$ cat config.mk
export PLATFORM = sky130hd
export DESIGN_NAME = rtc_lp_top
export DESIGN_NICKNAME = d
export VERILOG_FILES = /design/src/rtl/rtc_lp_pkg.sv /design/src/rtl/rtc_tick_sync.sv /design/src/rtl/rtc_counter.sv /design/src/rtl/rtc_alarm.sv /design/src/rtl/rtc_lp_top.sv
export SDC_FILE = /design/constraint.sdc
export NUM_CORES = 1
export LEC_CHECK = 0
export BUFFER_PORTS_ARGS = -buffer_cell sky130_fd_sc_hd__buf_4
export CORE_UTILIZATION = 30
export DETAILED_ROUTE_END_ITERATION = 6
export SLEW_MARGIN = 15
export SYNTH_ARGS = -nofsm -noshare
export SYNTH_HDL_FRONTEND = slang
export SYNTH_HIERARCHICAL = 1
export SYNTH_SLANG_ARGS = --single-unit
$ cat constraint.sdc
create_clock -name clk_i -period 3.69 [get_ports clk_i]
set_clock_uncertainty 0.05 [all_clocks]
set_input_delay 0.1845 -clock clk_i [delete_from_list [all_inputs] [get_ports clk_i]]
set_output_delay 0.1845 -clock clk_i [all_outputs]
set_load 0.03 [all_outputs]
$ cat src/rtl/rtc_lp_pkg.sv
package rtc_lp_pkg;
  localparam int CNT_W  = 47;
  localparam int FRAC_W = 15;
  localparam int SEC_W  = CNT_W - FRAC_W;

  localparam logic [7:0] OFF_CTRL    = 8'h04;
  localparam logic [7:0] OFF_STATUS  = 8'h18;
  localparam logic [7:0] OFF_CNT_HI  = 8'h1C;
  localparam logic [7:0] OFF_CNT_LO  = 8'h20;
  localparam logic [7:0] OFF_ALARM   = 8'h24;
  localparam logic [7:0] OFF_SCRATCH = 8'h30;

  localparam int CTRL_RUN  = 0;
  localparam int CTRL_ALM  = 1;
  localparam int CTRL_WAKE = 3;
endpackage

$ cat src/rtl/rtc_tick_sync.sv
module rtc_tick_sync #(
  parameter int W      = 2,
  parameter int STAGES = 2
) (
  input  logic         clk_i,
  input  logic         rst_ni,
  input  logic         tick_i,
  input  logic [W-1:0] req_i,
  output logic [W-1:0] eff_o
);
  logic [STAGES-1:0][W-1:0] pipe_q;

  always_ff @(posedge clk_i or negedge rst_ni) begin
    if (!rst_ni)      pipe_q[0] <= '0;
    else if (tick_i)  pipe_q[0] <= req_i;
  end

  for (genvar s = 1; s < STAGES; s++) begin : g_stage
    always_ff @(posedge clk_i or negedge rst_ni) begin
      if (!rst_ni)      pipe_q[s] <= '0;
      else if (tick_i)  pipe_q[s] <= pipe_q[s-1];
    end
  end

  assign eff_o = pipe_q[STAGES-1];


  eff_on_tick_chk: assert property (@(posedge clk_i) disable iff (!rst_ni)
    !tick_i |=> $stable(eff_o));
endmodule

$ cat src/rtl/rtc_counter.sv
module rtc_counter
  import rtc_lp_pkg::*;
#(
  parameter int W = CNT_W
) (
  input  logic         clk_i,
  input  logic         rst_ni,
  input  logic         tick_i,
  input  logic         en_i,
  input  logic         wr_lo_i,
  input  logic         wr_hi_i,
  input  logic [31:0]  wdata_i,
  output logic [W-1:0] cnt_o
);
  localparam int HI_W = W - 32;

  logic [W-1:0] cnt_q;

  always_ff @(posedge clk_i or negedge rst_ni) begin
    if (!rst_ni) begin
      cnt_q <= '0;
    end else if (en_i) begin
      if (tick_i) cnt_q <= cnt_q + W'(1);
    end else begin
      if (wr_lo_i) cnt_q[31:0]  <= wdata_i;
      if (wr_hi_i) cnt_q[W-1:32] <= wdata_i[HI_W-1:0];
    end
  end

  assign cnt_o = cnt_q;


  cnt_step_chk: assert property (@(posedge clk_i) disable iff (!rst_ni)
    (tick_i && en_i) |=> (cnt_o == $past(cnt_o) + W'(1)));


  cnt_hold_chk: assert property (@(posedge clk_i) disable iff (!rst_ni)
    (!en_i && !wr_lo_i && !wr_hi_i) |=> $stable(cnt_o));
endmodule

$ cat src/rtl/rtc_alarm.sv
module rtc_alarm
  import rtc_lp_pkg::*;
(
  input  logic             clk_i,
  input  logic             rst_ni,
  input  logic             en_i,
  input  logic [SEC_W-1:0] sec_i,
  input  logic             wr_alarm_i,
  input  logic             wr_status_i,
  input  logic [31:0]      wdata_i,
  output logic [SEC_W-1:0] alarm_o,
  output logic             flag_o
);
  logic [SEC_W-1:0] alarm_q;
  logic             flag_q;
  logic             hit;
  logic             clr;

  assign hit = en_i && (sec_i == alarm_q);
  assign clr = wr_status_i && wdata_i[0];

  always_ff @(posedge clk_i or negedge rst_ni) begin
    if (!rst_ni) begin
      alarm_q <= '0;
      flag_q  <= 1'b0;
    end else begin
      if (wr_alarm_i) alarm_q <= wdata_i[SEC_W-1:0];
      flag_q <= hit | (flag_q & ~clr);  // match wins over clear
    end
  end

  assign alarm_o = alarm_q;
  assign flag_o  = flag_q;


  flag_cause_chk: assert property (@(posedge clk_i) disable iff (!rst_ni)
    $rose(flag_o) |-> $past(en_i && (sec_i == alarm_o)));


  flag_clear_chk: assert property (@(posedge clk_i) disable iff (!rst_ni)
    (wr_status_i && wdata_i[0] && !en_i) |=> !flag_o);
endmodule

$ cat src/rtl/rtc_lp_top.sv
module rtc_lp_top
  import rtc_lp_pkg::*;
#(
  parameter int ADDR_W      = 8,
  parameter int SYNC_STAGES = 2
) (
  input  logic              clk_i,
  input  logic              rst_ni,
  input  logic              tick_i,
  input  logic [ADDR_W-1:0] addr_i,
  input  logic              we_i,
  input  logic [31:0]       wdata_i,
  output logic [31:0]       rdata_o,
  output logic              irq_o,
  output logic              wake_o
);
  localparam int HI_W = CNT_W - 32;

  logic             run_req_q, alm_req_q, wake_q;
  logic [31:0]      scratch_q;
  logic [1:0]       eff;
  logic [CNT_W-1:0] cnt;
  logic [SEC_W-1:0] alarm;
  logic             flag;

  logic sel_ctrl, sel_stat, sel_hi, sel_lo, sel_alm, sel_scr;
  assign sel_ctrl = addr_i == ADDR_W'(OFF_CTRL);
  assign sel_stat = addr_i == ADDR_W'(OFF_STATUS);
  assign sel_hi   = addr_i == ADDR_W'(OFF_CNT_HI);
  assign sel_lo   = addr_i == ADDR_W'(OFF_CNT_LO);
  assign sel_alm  = addr_i == ADDR_W'(OFF_ALARM);
  assign sel_scr  = addr_i == ADDR_W'(OFF_SCRATCH);

  always_ff @(posedge clk_i or negedge rst_ni) begin
    if (!rst_ni) begin
      run_req_q <= 1'b0;
      alm_req_q <= 1'b0;
      wake_q    <= 1'b0;
      scratch_q <= '0;
    end else if (we_i) begin
      if (sel_ctrl) begin
        run_req_q <= wdata_i[CTRL_RUN];
        alm_req_q <= wdata_i[CTRL_ALM];
        wake_q    <= wdata_i[CTRL_WAKE];
      end
      if (sel_scr) scratch_q <= wdata_i;
    end
  end

  rtc_tick_sync #(.W(2), .STAGES(SYNC_STAGES)) u_sync (
    .clk_i, .rst_ni, .tick_i,
    .req_i ({alm_req_q, run_req_q}),
    .eff_o (eff)
  );

  rtc_counter #(.W(CNT_W)) u_cnt (
    .clk_i, .rst_ni, .tick_i,
    .en_i    (eff[0]),
    .wr_lo_i (we_i && sel_lo),
    .wr_hi_i (we_i && sel_hi),
    .wdata_i,
    .cnt_o   (cnt)
  );

  rtc_alarm u_alm (
    .clk_i, .rst_ni,
    .en_i        (eff[1]),
    .sec_i       (cnt[CNT_W-1:FRAC_W]),
    .wr_alarm_i  (we_i && sel_alm),
    .wr_status_i (we_i && sel_stat),
    .wdata_i,
    .alarm_o     (alarm),
    .flag_o      (flag)
  );

  always_comb begin
    rdata_o = '0;
    if (sel_ctrl) begin
      rdata_o[CTRL_RUN]  = eff[0];
      rdata_o[CTRL_ALM]  = eff[1];
      rdata_o[CTRL_WAKE] = wake_q;
    end
    if (sel_stat) rdata_o[0] = flag;
    if (sel_hi)   rdata_o[HI_W-1:0] = cnt[CNT_W-1:32];
    if (sel_lo)   rdata_o = cnt[31:0];
    if (sel_alm)  rdata_o[SEC_W-1:0] = alarm;
    if (sel_scr)  rdata_o = scratch_q;
  end

  assign irq_o  = flag & eff[1];
  assign wake_o = irq_o & wake_q;


  wake_gate_chk: assert property (@(posedge clk_i) disable iff (!rst_ni)
    wake_o |-> irq_o);


  cnt_locked_chk: assert property (@(posedge clk_i) disable iff (!rst_ni)
    (eff[0] && !tick_i) |=> $stable(cnt));
endmodule

# After elaboration in Yosys (flattened, before gate mapping)
# Index checks and enable logic that the tools add are counted.
dict set report op_classes {
  n_bitwise 5
  mux 11
  n_eq_ne 8
  shifts 0
  mul 0
  n_addsub 1
  order_cmp 0
  div_mod_pow 0
  reduce_logical 12
}
# op n
set ops {}
lappend ops {{two-way mux 32 bit} 4}
lappend ops {{two-way mux 47 bit} 2}
lappend ops {{adder 47 x 1 -> 47 bit (second input constant)} 1}
lappend ops {{== test 32 bit} 1}
lappend ops {{two-way mux 15 bit} 2}
lappend ops {{== test 8 x 6 -> 1 bit (second input constant)} 3}
lappend ops {{== test 8 x 5 -> 1 bit (second input constant)} 2}
lappend ops {{== test 8 x 3 -> 1 bit (second input constant)} 1}
lappend ops {{AND reduction 2 bit} 4}
lappend ops {{logical AND 1 bit} 6}
lappend ops {{nonzero test 2 bit} 2}
lappend ops {{bitwise AND 1 bit} 3}
lappend ops {{two-way mux 1 bit} 2}
lappend ops {{two-way mux 2 bit} 1}
lappend ops {{inequality test 2 bit (second input constant)} 1}
lappend ops {{inverter 1 bit} 1}
lappend ops {{OR 1 bit} 1}
dict set report totals {
  in_bits 44
  latch_bits 0
  ff_bits 119
  n_memories 0
  rom_bits 0
  word_cells 47
  ramBits 0
}

# Depth between registers and ports, before layout
dict set report depth {
  ltp_word 7
  depth_mapped 12
}

# Cells and area by module
# The synthesis kept the hierarchy.
# module cells_per_inst area_per_inst_um2 n_inst
set by_module_without_submodules {}
lappend by_module_without_submodules {rtc_counter 382 3130.5 1}
lappend by_module_without_submodules {rtc_lp_top 224 2296.0 1}
lappend by_module_without_submodules {rtc_alarm 115 1565.3 1}
lappend by_module_without_submodules {rtc_tick_sync 10 160.2 1}

# Worst setup path before layout
# OpenSTA, ideal clock, no wires.
dict set report synth_path {
  path_kind {in2reg}
  from {input port addr_i[7]}
  to {register u_cnt.cnt_q[41], in the netlist u_cnt/cnt_o[41]}
  n_path_buf 3
  arrival_time_ps 2515
  slack_ps 1056
  stages 10
  required_ps 3571
  path_cell_list {nor4_2 -> clkbuf_1 -> buf_2 -> buf_2 -> and3_1 -> nor2b_1 -> nor2_1 -> or3_1 -> or4_1 -> nand3_1}
}
dict set report synth_via {
  elab_chain_cells 4
}
# element line
set synth_rtl {}
lappend synth_rtl {{from (decl)} rtc_lp_top.sv:10} ;# input logic [ADDR_W-1:0] addr_i,
lappend synth_rtl {{== test 8 x 5 -> 1 bit} rtc_lp_top.sv:29} ;# assign sel_hi = addr_i == ADDR_W'(OFF_CNT_HI);
lappend synth_rtl {{logical AND 1 bit} rtc_lp_top.sv:60} ;# .wr_hi_i (we_i && sel_hi),
lappend synth_rtl {{nonzero test 2 bit (no line)} -}
lappend synth_rtl {{AND reduction 2 bit (no line)} -}
lappend synth_rtl {{to (signal assigned)} rtc_counter.sv:23} ;# if (tick_i) cnt_q <= cnt_q + W'(1);
lappend synth_rtl {{to (signal, indexed assignment)} rtc_counter.sv:26} ;# if (wr_hi_i) cnt_q[W-1:32] <= wdata_i[HI_W-1:0];
lappend synth_rtl {{to (decl)} rtc_counter.sv:17} ;# logic [W-1:0] cnt_q;
# Every way passes these cells.
# A chain may end at the register's enable or synchronous reset.

# Final worst setup path
dict set report layout_path {
  from {register u_cnt.cnt_q[20], in the netlist u_cnt/cnt_o[20]}
  to {register u_cnt.cnt_q[39], in the netlist u_cnt/cnt_o[39]}
}
dict set report layout_via {
  elab_chain_cells 3
}
# element line
set layout_rtl {}
lappend layout_rtl {{from (signal assigned)} rtc_counter.sv:23}
lappend layout_rtl {{from (signal assigned)} rtc_counter.sv:25} ;# if (wr_lo_i) cnt_q[31:0] <= wdata_i;
lappend layout_rtl {{from (signal, indexed assignment)} rtc_counter.sv:26}
lappend layout_rtl {{adder 47 x 1 -> 47 bit} rtc_counter.sv:23}
lappend layout_rtl {{two-way mux 47 bit} rtc_counter.sv:23}
lappend layout_rtl {{two-way mux 47 bit} rtc_counter.sv:22} ;# end else if (en_i) begin
# Every way passes these cells. The select of a mux whose other input is x is not followed.

==> flow_summary.ini <==
[pwr]
peakVddDrop_mv = 0.3340
internal_power_uw = 2840
clkPwrFrac = 0.396
p_seq_frac = 0.452
p_per_area_mw_per_mm2 = 455.4
p_comb_frac = 0.152
sw_frac_of_total = 0.3071
power.switching_uw = 1259
p_leak_uw = 0.004154

[routing]
drt-initial-drc-count = 511
viasPerCell = 5.721
finalWirelength_um = 25720
dr.pass1.iters = 5
drc = 0
ant_nets = 0
num_vias = 6654
wl_per_cell_um = 22.12

[clocking]
clkLatencyLatePin_ns = 0.42
cts.path.max_buffers = 2
htreeDepth = 4
cts_resized = 0
clockRootBuffer = clkbuf_16
cts_sinks = 119
postCtsSetupRepairBufs = 0
numCtsBuffers = 17
path_clk_slew_ns = 0.05
cts_tree = done

[cells_and_area]
fin_nets = 879
final_layout_size_suffix_gt1_frac = 0.2156
n_antenna_cell = 0
areaGrowthSynthToFinish_pct = 25.82

[critical_path]
cp.required_ns = 3.95
worstPathArrival_ns = 3.01
ff2ff_path_depth = 6
r2r_slack_ns = 0.94
critPathKind = reg2reg
cp-end-kind = flip-flop
worstPathMaxFanout = 10
startpoint_type = flip-flop

[grt]
antenna_found_initial = 1
grt_util_all_layers = 0.2148
grt_pass1_wl_um = 38770
gr-total-overflow = 0
grt_start_max_net_pins = 69
grt_pass1_vias = 6500

[synthesis]
ys_seq_area_frac = 0.4164
syn-num-nets = 776
synth_ff_type = dfrtp_1
async_reset_ff_frac = 1.000
postSynthCellCount = 731
ys_types = 72
yosysTopAreaCellShare = 0.4164
synth_area_mm2 = 0.007152
avgSynthCellArea_um2 = 9.784
ys_seq_elements = 119
ys_top_cells_by_area = dfrtp_1 (42%), mux2_2 (6.5%), mux2_1 (5.0%)
yosysWarnings = 6
yosysTopAreaCell = dfrtp_1
synth_edf_count = 0

[sta]
hold_ws_ns = 0.02014
fmax_ghz = 0.3635
layout_min_cycle_time_ns = 2.751
relSlewSlack = 0.3651
setup_tns_ns = 0
finalHoldViolations = 0
worst_pin_slew_ns = 0.9524
rsz0062_at_grt = false
period_share = 0.7455
report.final.slew_viol_count = 0
finalSetupViolCount = 0

[placement]
dp_hpwl_um = 18880
place.gp.congestion = 0.9340
portBuffers = 77

[status]
outcome = finished, final reports clean

[die]
core.rowCount = 56
chipHeight_um = 156.4
design.die.area_mm2 = 0.02446
die_w_um = 156.4
core_mm2 = 0.02340
num_io_pins = 78
initial_utilization = 0.3056

[hold_path]
whs_path_depth = 2
min_path_type = in2reg

[run]
maxCapViolCount = 0
## stage by stage
| stage | util | power (µW) | cell area [µm²] | setup slack [ns] | cells |
|---|---|---|---|---|---|
| floorplan | - | 2093 | 7152 | 1.056 | 731 |
| global placement | 0.3475 | 2442 | 8133 | 1.048 | 1104 |
| detailed placement | 0.3475 | 2448 | 8133 | 1.040 | 1104 |
| CTS | 0.3845 | 4098 | 8999 | 1.040 | 1163 |
| global route | 0.3845 | 4249 | 8999 | 0.8540 | 1163 |
| finish | 0.3845 | 4098 | 8999 | 0.9392 | 1163 |
## cells by family (layout without fill, tap and decap cells)
logic type      count (synthesis)  in the layout  share of synthesized area
xor+xnor                       32             32                    0.03919
simple gates                  281            281                     0.2164
fa+ha+maj                       1              1                   0.001749
buf+inv                        56            169                    0.03324
compound gates                161            161                     0.1669
mux                            81             81                     0.1261
flops                         119            119                     0.4164
## synthesized netlist by cell type (all sizes together), types with 7 or more instances
master and number:
xor2 31, a21oi 33, nor3 19, and2 7
o311ai 7, a311oi 9, or4 9, clkbuf 26
inv 10, a211oi 7, buf 20, o21ai 21
nor2 55, a221o 22, and4 7, nand2 53
and3 41, mux2i 8, dfrtp 119, nand4 17
nor4 19, nand3 27, mux2 73, or3 7
a22o 11
## cells in the final DEF, fill, tap and decap left out, types with 4 or more instances in the layout
cell type	Yosys	routed
a211oi_1	7	7
a21oi_1	33	33
a221o_1	22	22
a22o_1	11	11
a22oi_1	4	4
a311oi_1	9	9
a31oi_1	5	5
and2_1	5	5
and3_1	41	41
and4_1	6	6
buf_4	2	99
clkbuf_1	26	4
clkbuf_16	0	17
clkbuf_8	0	4
dfrtp_1	119	118
dlygate4sd3_1	0	30
inv_1	10	10
mux2_1	32	32
mux2_2	41	41
mux2i_1	8	8
nand2_1	53	53
nand2b_1	6	6
nand3_1	25	25
nand4_1	17	17
nor2_1	54	54
nor2b_1	4	4
nor3_1	19	19
nor4_1	18	18
o21ai_0	21	21
o22ai_1	6	6
o311ai_0	7	7
or3_1	6	6
or4_1	7	7
xor2_1	31	31
## worst paths after layout
kind	start	endpoint
min reg2reg	scratch_q[18]	scratch_q[18]
min in group asynchronous	rst_ni	run_req_q
max	u_cnt/cnt_o[20]	u_cnt/cnt_o[39]
max reg2reg	u_cnt/cnt_o[20]	u_cnt/cnt_o[39]
min	wdata_i[6]	scratch_q[6]
max in group asynchronous	rst_ni	u_cnt/cnt_o[40]
## flip-flops by register name, summed over array words and instances, names as in the netlist
signal,cells
run_req_q,1
u_cnt/cnt_o,47
u_sync/eff_o,2
scratch_q,32
u_alm/alarm_o,32
alm_req_q,1
wake_q,1
u_sync/pipe_q,2
u_alm/flag_o,1
## area by class of cell
cell class | count | area [µm²]
multi-input combinational | 556 | 3954
inverter | 10 | 37.54
clock inverter | 4 | 70.07
timing repair buffer | 130 | 1064
clock buffer | 25 | 495.5
fill | 2373 | 14400
sequential | 119 | 2979
tap | 319 | 399.1
## routing by layer
layer  routed length, µm  track usage  vias to the layer above
li1                    -            -                     2997
met1               10810       0.2723                     3361
met2               12430       0.3580                      254
met3                1809      0.04126                       42
met4                 673      0.08683                        0
met5                   0            0                        -
## worst max-delay path, stage by stage (launching register included)
cell      delay (ns)
dfrtp_1         0.56
inv_1           0.15
or4_1           0.69
nor3_1          0.57
buf_4           0.25
a311oi_1        0.09
a221o_1         0.28
## power groups by stage
stage	logic, µW	clock network, µW	registers [µW]
3_5_place_dp	586	0	1860
6_report	621	1620	1850
2_1_floorplan	381	0	1710
5_1_grt	682	1690	1870
4_1_cts	615	1640	1840
3_3_place_gp	578	0	1860
## repair_timing
item / 4_1_cts / 5_1_grt
hold buffers: 30 / 0
endpoints found under the setup margin: 0 / 0
hold endpoints to repair: 126 / 0
No activity file was read; power rests on OpenSTA's default activity.
